--- src/rtl/temp_alarm_pkg.sv ---
package temp_alarm_pkg;
  localparam int LSB_PER_DEG = 16;
  localparam int TH_DEF      = 100 * LSB_PER_DEG;
  localparam int TH_HYST_DEF = 90 * LSB_PER_DEG;
  localparam int TL_DEF      = -40 * LSB_PER_DEG;
  localparam int TL_HYST_DEF = -30 * LSB_PER_DEG;

  typedef enum logic {
    MODE_CMP = 1'b0,
    MODE_INT = 1'b1
  } alarm_mode_e;

  localparam int DIR_HI = 0;
  localparam int DIR_LO = 1;
  localparam int N_DIR  = 2;
endpackage

--- src/rtl/threshold_cmp.sv ---
module threshold_cmp #(
  parameter int TEMP_W = 16
) (
  input  logic signed [TEMP_W-1:0] temp_i,
  input  logic signed [TEMP_W-1:0] th_i,
  input  logic signed [TEMP_W-1:0] th_hyst_i,
  input  logic signed [TEMP_W-1:0] tl_i,
  input  logic signed [TEMP_W-1:0] tl_hyst_i,
  output logic [temp_alarm_pkg::N_DIR-1:0] beyond_o,
  output logic [temp_alarm_pkg::N_DIR-1:0] back_o
);
  import temp_alarm_pkg::*;

  always_comb begin
    beyond_o[DIR_HI] = temp_i > th_i;
    back_o[DIR_HI]   = temp_i < th_hyst_i;
    beyond_o[DIR_LO] = temp_i < tl_i;
    back_o[DIR_LO]   = temp_i > tl_hyst_i;
  end
endmodule

--- src/rtl/fault_qual.sv ---
module fault_qual #(
  parameter int QSEL_W = 2
) (
  input  logic              clk_i,
  input  logic              rst_ni,
  input  logic              clr_i,
  input  logic              step_i,
  input  logic              fault_i,
  input  logic [QSEL_W-1:0] sel_i,
  output logic              qual_o
);
  localparam int MAX_DEPTH = 1 << ((1 << QSEL_W) - 1);
  localparam int CNT_W     = $clog2(MAX_DEPTH + 1);

  logic [CNT_W-1:0] cnt_q, cnt_inc, depth;

  always_comb begin
    depth   = CNT_W'(1) << sel_i;
    cnt_inc = (cnt_q == CNT_W'(MAX_DEPTH)) ? cnt_q : cnt_q + CNT_W'(1);
    qual_o  = step_i && fault_i && (cnt_inc >= depth);
  end

  always_ff @(posedge clk_i or negedge rst_ni) begin
    if (!rst_ni)      cnt_q <= '0;
    else if (clr_i)   cnt_q <= '0;
    else if (step_i)  cnt_q <= fault_i ? cnt_inc : '0;
  end
endmodule

--- src/rtl/status_track.sv ---
module status_track (
  input  logic clk_i,
  input  logic rst_ni,
  input  logic clr_i,
  input  logic step_i,
  input  logic int_mode_i,
  input  logic rd_clr_i,
  input  logic qual_beyond_i,
  input  logic back_i,
  output logic stat_o
);
  import temp_alarm_pkg::*;

  logic stat_q, arm_trip_q, int_ev;
  alarm_mode_e mode;

  assign mode   = alarm_mode_e'(int_mode_i);
  // interrupt event: only while flag clear, direction picked by arm state
  assign int_ev = step_i && !stat_q && (arm_trip_q ? qual_beyond_i : back_i);

  always_ff @(posedge clk_i or negedge rst_ni) begin
    if (!rst_ni) begin
      stat_q     <= 1'b0;
      arm_trip_q <= 1'b1;
    end else if (clr_i) begin
      stat_q     <= 1'b0;
      arm_trip_q <= 1'b1;
    end else if (mode == MODE_CMP) begin
      arm_trip_q <= 1'b1;
      if (step_i && qual_beyond_i) stat_q <= 1'b1;
      else if (step_i && back_i)   stat_q <= 1'b0;
    end else begin
      if (int_ev) begin
        stat_q     <= 1'b1;
        arm_trip_q <= ~arm_trip_q;
      end else if (rd_clr_i) begin
        stat_q <= 1'b0;
      end
    end
  end

  assign stat_o = stat_q;
endmodule

--- src/rtl/temp_alarm_monitor.sv ---
module temp_alarm_monitor #(
  parameter int TEMP_W = 16,
  parameter int QSEL_W = 2
) (
  input  logic                     clk_i,
  input  logic                     rst_ni,
  input  logic                     sample_valid_i,
  input  logic signed [TEMP_W-1:0] temp_i,
  input  logic signed [TEMP_W-1:0] th_i,
  input  logic signed [TEMP_W-1:0] th_hyst_i,
  input  logic signed [TEMP_W-1:0] tl_i,
  input  logic signed [TEMP_W-1:0] tl_hyst_i,
  input  logic                     int_mode_i,
  input  logic                     pol_high_i,
  input  logic [QSEL_W-1:0]        fq_sel_i,
  input  logic                     status_rd_i,
  input  logic                     shutdown_i,
  output logic                     ot_o,
  output logic                     ut_o,
  output logic                     alarm_oe_o
);
  import temp_alarm_pkg::*;

  logic [N_DIR-1:0] beyond, back, qual, stat;
  logic step, alarm_act;

  assign step = sample_valid_i && !shutdown_i;

  threshold_cmp #(.TEMP_W(TEMP_W)) u_cmp (
    .temp_i   (temp_i),
    .th_i     (th_i),
    .th_hyst_i(th_hyst_i),
    .tl_i     (tl_i),
    .tl_hyst_i(tl_hyst_i),
    .beyond_o (beyond),
    .back_o   (back)
  );

  for (genvar d = 0; d < N_DIR; d++) begin : g_dir
    fault_qual #(.QSEL_W(QSEL_W)) u_fq (
      .clk_i  (clk_i),
      .rst_ni (rst_ni),
      .clr_i  (shutdown_i),
      .step_i (step),
      .fault_i(beyond[d]),
      .sel_i  (fq_sel_i),
      .qual_o (qual[d])
    );

    status_track u_st (
      .clk_i        (clk_i),
      .rst_ni       (rst_ni),
      .clr_i        (shutdown_i),
      .step_i       (step),
      .int_mode_i   (int_mode_i),
      .rd_clr_i     (status_rd_i),
      .qual_beyond_i(qual[d]),
      .back_i       (back[d]),
      .stat_o       (stat[d])
    );
  end

  assign ot_o      = stat[DIR_HI];
  assign ut_o      = stat[DIR_LO];
  assign alarm_act = |stat;
  // pin must sit low when the active level is low and alarm is on, or high level and idle
  assign alarm_oe_o = pol_high_i ? ~alarm_act : alarm_act;
endmodule

--- config.mk ---
export PLATFORM = sky130hd
export DESIGN_NAME = temp_alarm_monitor
export DESIGN_NICKNAME = d
export VERILOG_FILES = /design/src/rtl/temp_alarm_pkg.sv /design/src/rtl/threshold_cmp.sv /design/src/rtl/fault_qual.sv /design/src/rtl/status_track.sv /design/src/rtl/temp_alarm_monitor.sv
export SDC_FILE = /design/constraint.sdc
export NUM_CORES = 1
export LEC_CHECK = 0
export BUFFER_PORTS_ARGS = -buffer_cell sky130_fd_sc_hd__buf_2
export CORE_MARGIN = 2
export CORE_UTILIZATION = 52
export CTS_CLUSTER_SIZE = 10
export DETAILED_ROUTE_END_ITERATION = 6
export PLACE_DENSITY = 0.88
export SLEW_MARGIN = 20
export SYNTH_ARGS = -nofsm -noshare
export SYNTH_HDL_FRONTEND = slang
export SYNTH_SLANG_ARGS = --single-unit
--- constraint.sdc ---
create_clock -name clk_i -period 2.9 [get_ports clk_i]
set_clock_uncertainty 0.2 [all_clocks]
set_input_delay 0.58 -clock clk_i [delete_from_list [all_inputs] [get_ports clk_i]]
set_output_delay 0.58 -clock clk_i [all_outputs]
set_load 0.01 [all_outputs]
Word-level counts from Yosys, hierarchy flattened
Cells that the tools add are included.
{"block": "totals", "register_bits": 12, "in_bits": 89, "out_inout_bits": 3, "wordCells": 74}
{"block": "op_classes", "n_addsub": 2, "n_lt_le_gt_ge": 6, "eq_ne": 6, "n_shift": 1, "mux": 28, "n_bitwise": 3, "n_reduce_logical": 22}
{"operator": "16-bit greater-than comparator", "n": 2}
{"operator": "16-bit less-than comparator", "n": 2}
{"operator": "4-bit 2-to-1 mux", "n": 8}
{"operator": "1-bit 2-to-1 mux", "n": 20}
{"operator": "1-bit logical AND", "n": 13}
{"operator": "4-bit by 1-bit adder with 4-bit output, second input constant", "n": 2}
{"operator": "4-bit == test, second input constant", "n": 2}
{"operator": "4-bit greater-or-equal comparator", "n": 2}
{"operator": "4-bit by 1-bit inequality test with 1-bit output, second input constant", "n": 2}
{"operator": "4-bit nonzero test", "n": 2}
{"operator": "3-bit by 1-bit inequality test with 1-bit output, second input constant", "n": 2}
{"operator": "2-bit AND reduction", "n": 2}
{"operator": "1-bit by 2-bit left shift with 4-bit output, first input constant", "n": 1}
{"operator": "1-bit logical NOT", "n": 3}
{"operator": "1-bit inverter", "n": 3}
{"operator": "2-bit nonzero test", "n": 1}
{"operator": "2-bit OR reduction", "n": 1}

Logic depth before layout (Yosys ltp)
{"block": "logic_depth", "word_depth": 9, "mapped_depth": 13, "depth_no_buf": 13}

By module
Synthesis repeated with hierarchy kept, for this count alone.
{"block": "hier_totals", "cells_unflattened": 345, "hier_area_um2": 2645.0}
{"module": "threshold_cmp", "instances": 1, "cells_each": 226, "area_each_um2": 1572.8, "seq_area_each_um2": 0.0}
{"module": "fault_qual", "instances": 2, "cells_each": 46, "area_each_um2": 389.1, "seq_area_each_um2": 100.1}
{"module": "status_track", "instances": 2, "cells_each": 12, "area_each_um2": 136.4, "seq_area_each_um2": 51.3}
{"module": "temp_alarm_monitor", "instances": 1, "cells_each": 3, "area_each_um2": 21.3, "seq_area_each_um2": 0.0}

Worst setup path after synthesis
No wires, ideal clock.
{"block": "synth_timing", "path_type": "register to register", "startpoint": "register g_dir[1].u_fq.cnt_q[0]", "endpoint": "register g_dir[1].u_st.stat_q", "setup_time_ns": 0.123, "arrival_ns": 2.224, "t_required_ns": 2.577, "setup_slack_ns": 0.353, "stages_incl_launch_ff": 14, "path_buffers": 0, "period_less_slack_ns": 2.547, "path_cell_list": "dfrtp_1 -> inv_1 -> ha_1 -> nand2_1 -> nor2_1 -> xnor2_1 -> ha_1 -> nand2b_1 -> a21o_1 -> a21o_1 -> a21oi_1 -> o41ai_1 -> a211oi_1 -> o2bb2ai_1"}
{"block": "synth_via", "elab_chain_len": 9, "word_cells_on_any_way": 15, "classes_between": "add/sub: 1; order compare: 1; eq/ne: 2; mux: 6; reduce/logical: 5"}
{"element": "from (decl)", "line_no": "fault_qual.sv:15", "source": "logic [CNT_W-1:0] cnt_q, cnt_inc, depth;"}
{"element": "from (signal assigned)", "line_no": "fault_qual.sv:26", "source": "else if (step_i) cnt_q <= fault_i ? cnt_inc : '0;"}
{"element": "4-bit by 1-bit adder with 4-bit output / 4-bit == test (equally long branches)", "line_no": "fault_qual.sv:19", "source": "cnt_inc = (cnt_q == CNT_W'(MAX_DEPTH)) ? cnt_q : cnt_q + CNT_W'(1);"}
{"element": "4-bit 2-to-1 mux *", "line_no": "fault_qual.sv:19"}
{"element": "4-bit greater-or-equal comparator *", "line_no": "fault_qual.sv:20", "source": "qual_o = step_i && fault_i && (cnt_inc >= depth);"}
{"element": "1-bit logical AND *", "line_no": "fault_qual.sv:20"}
{"element": "1-bit 2-to-1 mux", "line_no": "status_track.sv:19", "source": "assign int_ev = step_i && !stat_q && (arm_trip_q ? qual_beyond_i : back_i);"}
{"element": "1-bit logical AND", "line_no": "status_track.sv:19"}
{"element": "1-bit 2-to-1 mux", "line_no": "status_track.sv:33", "source": "if (int_ev) begin"}
{"element": "1-bit 2-to-1 mux", "line_no": "status_track.sv:28", "source": "end else if (mode == MODE_CMP) begin"}
{"element": "1-bit 2-to-1 mux", "line_no": "status_track.sv:25", "source": "end else if (clr_i) begin"}
{"element": "to (signal assigned)", "line_no": "status_track.sv:26", "source": "stat_q <= 1'b0;"}
{"element": "to (signal assigned)", "line_no": "status_track.sv:30", "source": "if (step_i && qual_beyond_i) stat_q <= 1'b1;"}
{"element": "to (signal assigned)", "line_no": "status_track.sv:34", "source": "stat_q <= 1'b1;"}
{"element": "to (decl)", "line_no": "status_track.sv:14", "source": "logic stat_q, arm_trip_q, int_ev;"}
Every way passes the cells marked *; elsewhere a longest branch is shown, timed or not.
A chain may end at the register's enable or synchronous reset.

Final worst setup path
Ends and elaborated chain as after synthesis.

==> results.cfg <==
[routing]
wirelength_um = 6904
ant_nets = 0
dr_total_vias = 2744
drc_errors = 0
drt-vias-per-instance = 5.566
drt_first_pass_iters = 4
drtIter0Drc = 154
wl_per_cell_um = 14.00

[worst_setup_path]
r2r-end = g_dir[1].u_st.stat_o$_DFFE_PN0P_
ff2ff_path_depth = 13
worst_setup_path_start_kind = flip-flop
worst-path-max-fanout = 4
crit_required_ns = 2.83
cp-end-kind = flip-flop
critPathArrivalTime_ns = 2.70
path_class = flip-flop to flip-flop
rrSetupSlack_ns = 0.12
worstReg2RegStart = g_dir[1].u_fq.cnt_q[0]$_DFFE_PN0P_

[clock_network]
numCtsBuffers = 3
cts-root-buf = clkbuf_8
cts_setup_buffers = 0
cts_tree = done
htreeDepth = 1
cts_resized = 0
cts_sinks = 12
path_clk_slew_ns = 0.06
clockBufferDepth = 2
cts_hold_buf = 0
clkLatencyLatePin_ns = 0.25

[sta]
final.period_utilization_pct = 95.76
fin_setup_tns_ns = 0
finalSetupViolations = 0
drv_slew = 0
timing.slew.headroom_pct = 62.72
timing.final.crit_period_ns = 2.777
hold_viol_final = 0
max_freq_mhz = 360.1
fin_ws_ns = 0.1229
worst_pin_slew_ns = 0.5572
rsz0062_at_grt = no

[die]
core_area_um2 = 4786
dieArea_um2 = 5602
dieHeight_um = 74.85
std_cell_rows = 25
ios = 92
die_width_um = 74.85
start_util_pct = 54.54

[final_layout]
n_antenna_cell = 0
syn2layout_area_growth_pct = 23.54
fillers = 377
drive_gt1_share_pct = 26.06
nets = 590
final_cells = 493

[synthesis]
synth.area.top_cells = ha_1 (35%), inv_1 (10%), dfrtp_1 (9.6%)
yosysMostFrequentCell = ha_1
ys_seq_area_share_pct = 11.60
synth_top_area_share_pct = 35.47
syn_avg_cell_area_um2 = 7.933
synthArstFlopShare_pct = 100.0
netlist_instances = 329
synth_top_area_cell = ha_1
syn_nets = 492
synth_cell_types = 51
ys.flop_type = dfrtp_1
synth_area_um2 = 2610
yosys_register_bits = 12
yosys_warnings = 0
synth-edff-count = 0
synth_commonest_cells = ha_1 (74), inv_1 (71), a21oi_1 (21), nand2_1 (18), nor2_1 (17)

[global_route]
antenna_found_initial = 0
grtUsageTotal_pct = 25.77
grt_max_degree = 13
grt_pass1_wl_um = 11490
grt.overflow.total = 0
grt_pass1_vias = 2715

[power]
power.leakage_nw = 1.922
pwr_density_cell_nw_per_um2 = 241.6
ir_worst_vdd_uv = 175.0

[place]
dp.cells = 489
io_buffers = 91
place_ws_ns = 0.04464
place.gp.congestion = 0.9260
hpwl_um = 6062

[job]
drv_cap = 0

[status]
status = completed

[hold_path]
worstHoldPathType = primary input to asynchronous set/reset pin
## worst max-delay path, cell delays in order, from the launching register on
cell and delay (ns):
dfrtp_1 0.39, inv_1 0.08, ha_1 0.21, nand2_1 0.07, nor2_1 0.04, xnor2_1 0.25, ha_1 0.28, nand2b_1 0.15
a21o_1 0.18, a21o_1 0.17, a21oi_1 0.20, o41ai_1 0.10, a211oi_1 0.26, o2bb2ai_1 0.09
## sequential cells by signal (all words and copies together) (netlist names)
signal	cells
g_dir.u_fq.cnt_q	8
g_dir.u_st.stat_o	2
g_dir.u_st.arm_trip_q	2
## layer usage
layer / global-route usage, % / vias up / routed length [um]
li1: - / 1376 / -
met1: 32.11 / 1243 / 3057
met2: 46.88 / 107 / 3332
met3: 2.142 / 18 / 360
met4: 7.937 / 0 / 153
met5: 0 / - / 0
## final cells by class
class / instances / area [um2] / share of cell area (%)
Clock buffer: 4 / 55.05 / 1.707
Tap cell: 67 / 83.83 / 2.600
Timing Repair Buffer: 94 / 478.0 / 14.82
Multi-Input combinational cell: 245 / 2038 / 63.21
Sequential cell: 12 / 302.8 / 9.391
Inverter: 71 / 266.5 / 8.265
## cells in the final DEF (no fill, tap or decap), types with 2 or more instances in the layout
cell type,synthesis,final
nor2b_1,4,4
a21oi_2,2,2
a21o_1,13,13
a211o_1,2,2
nand2b_1,7,7
and3_1,4,4
o211ai_1,2,2
clkbuf_8,0,4
a31oi_1,2,2
dfstp_2,2,2
o31ai_1,2,2
o2bb2ai_1,2,2
nand4_1,9,9
nor3_1,3,3
a32o_1,3,3
xnor2_1,5,5
o22a_1,3,3
dfrtp_1,10,10
nand2_1,18,18
a22o_1,4,4
nor2_1,17,17
nand3_1,5,5
o21ai_0,9,9
buf_4,0,3
a211oi_1,6,6
buf_2,0,91
o21a_1,3,3
ha_1,74,74
inv_1,71,71
a21oi_1,21,21
o41ai_1,3,3
## how the worst max path moves through the flow
stage / start / to / slack [ns]
global placement: temp_i[9] / g_dir[1].u_st.arm_trip_q$_DFFE_PN1P_ / 0.14
CTS: g_dir[1].u_fq.cnt_q[0]$_DFFE_PN0P_ / g_dir[1].u_st.stat_o$_DFFE_PN0P_ / 0.11
global route: g_dir[1].u_fq.cnt_q[0]$_DFFE_PN0P_ / g_dir[1].u_st.stat_o$_DFFE_PN0P_ / 0.02
floorplan: g_dir[1].u_fq.cnt_q[0]$_DFFE_PN0P_ / g_dir[1].u_st.stat_o$_DFFE_PN0P_ / 0.35
detailed placement: temp_i[9] / g_dir[1].u_st.arm_trip_q$_DFFE_PN1P_ / 0.04
finish: g_dir[1].u_fq.cnt_q[0]$_DFFE_PN0P_ / g_dir[1].u_st.stat_o$_DFFE_PN0P_ / 0.12
## report_power, final
part | internal, W | total, W | switching [W]
clock network | 0.000120 | 0.000187 | 0.0000669
registers | 0.000175 | 0.000186 | 0.0000114
logic | 0.000193 | 0.000406 | 0.000213
total | 0.000488 | 0.000779 | 0.000291
## through the flow
stage / instance area, um2 / power, W / hold slack [ns] / utilization [%]
after floorplan: 2610 / 0.0004264 / 0.08441 / -
after global placement: 3168 / 0.0005668 / 0.2700 / 66.20
after detailed placement: 3168 / 0.0005864 / 0.2723 / 66.20
after CTS: 3223 / 0.0007727 / 0.01471 / 67.35
after global routing: 3224 / 0.0008359 / 0.03613 / 67.37
final: 3224 / 0.0007789 / 0.001843 / 67.37
## cell families (layout without fill, tap and decap cells)
logic type | after synthesis | in the layout | synth area share (%)
simple gates | 75 | 75 | 15.20
fa+ha+maj | 74 | 74 | 35.47
mux | 2 | 2 | 0.8149
flops | 12 | 12 | 11.60
xor+xnor | 5 | 5 | 1.678
buf+inv | 72 | 169 | 10.35
compound gates | 89 | 89 | 24.88
No activity file was read; power rests on OpenSTA's default activity.
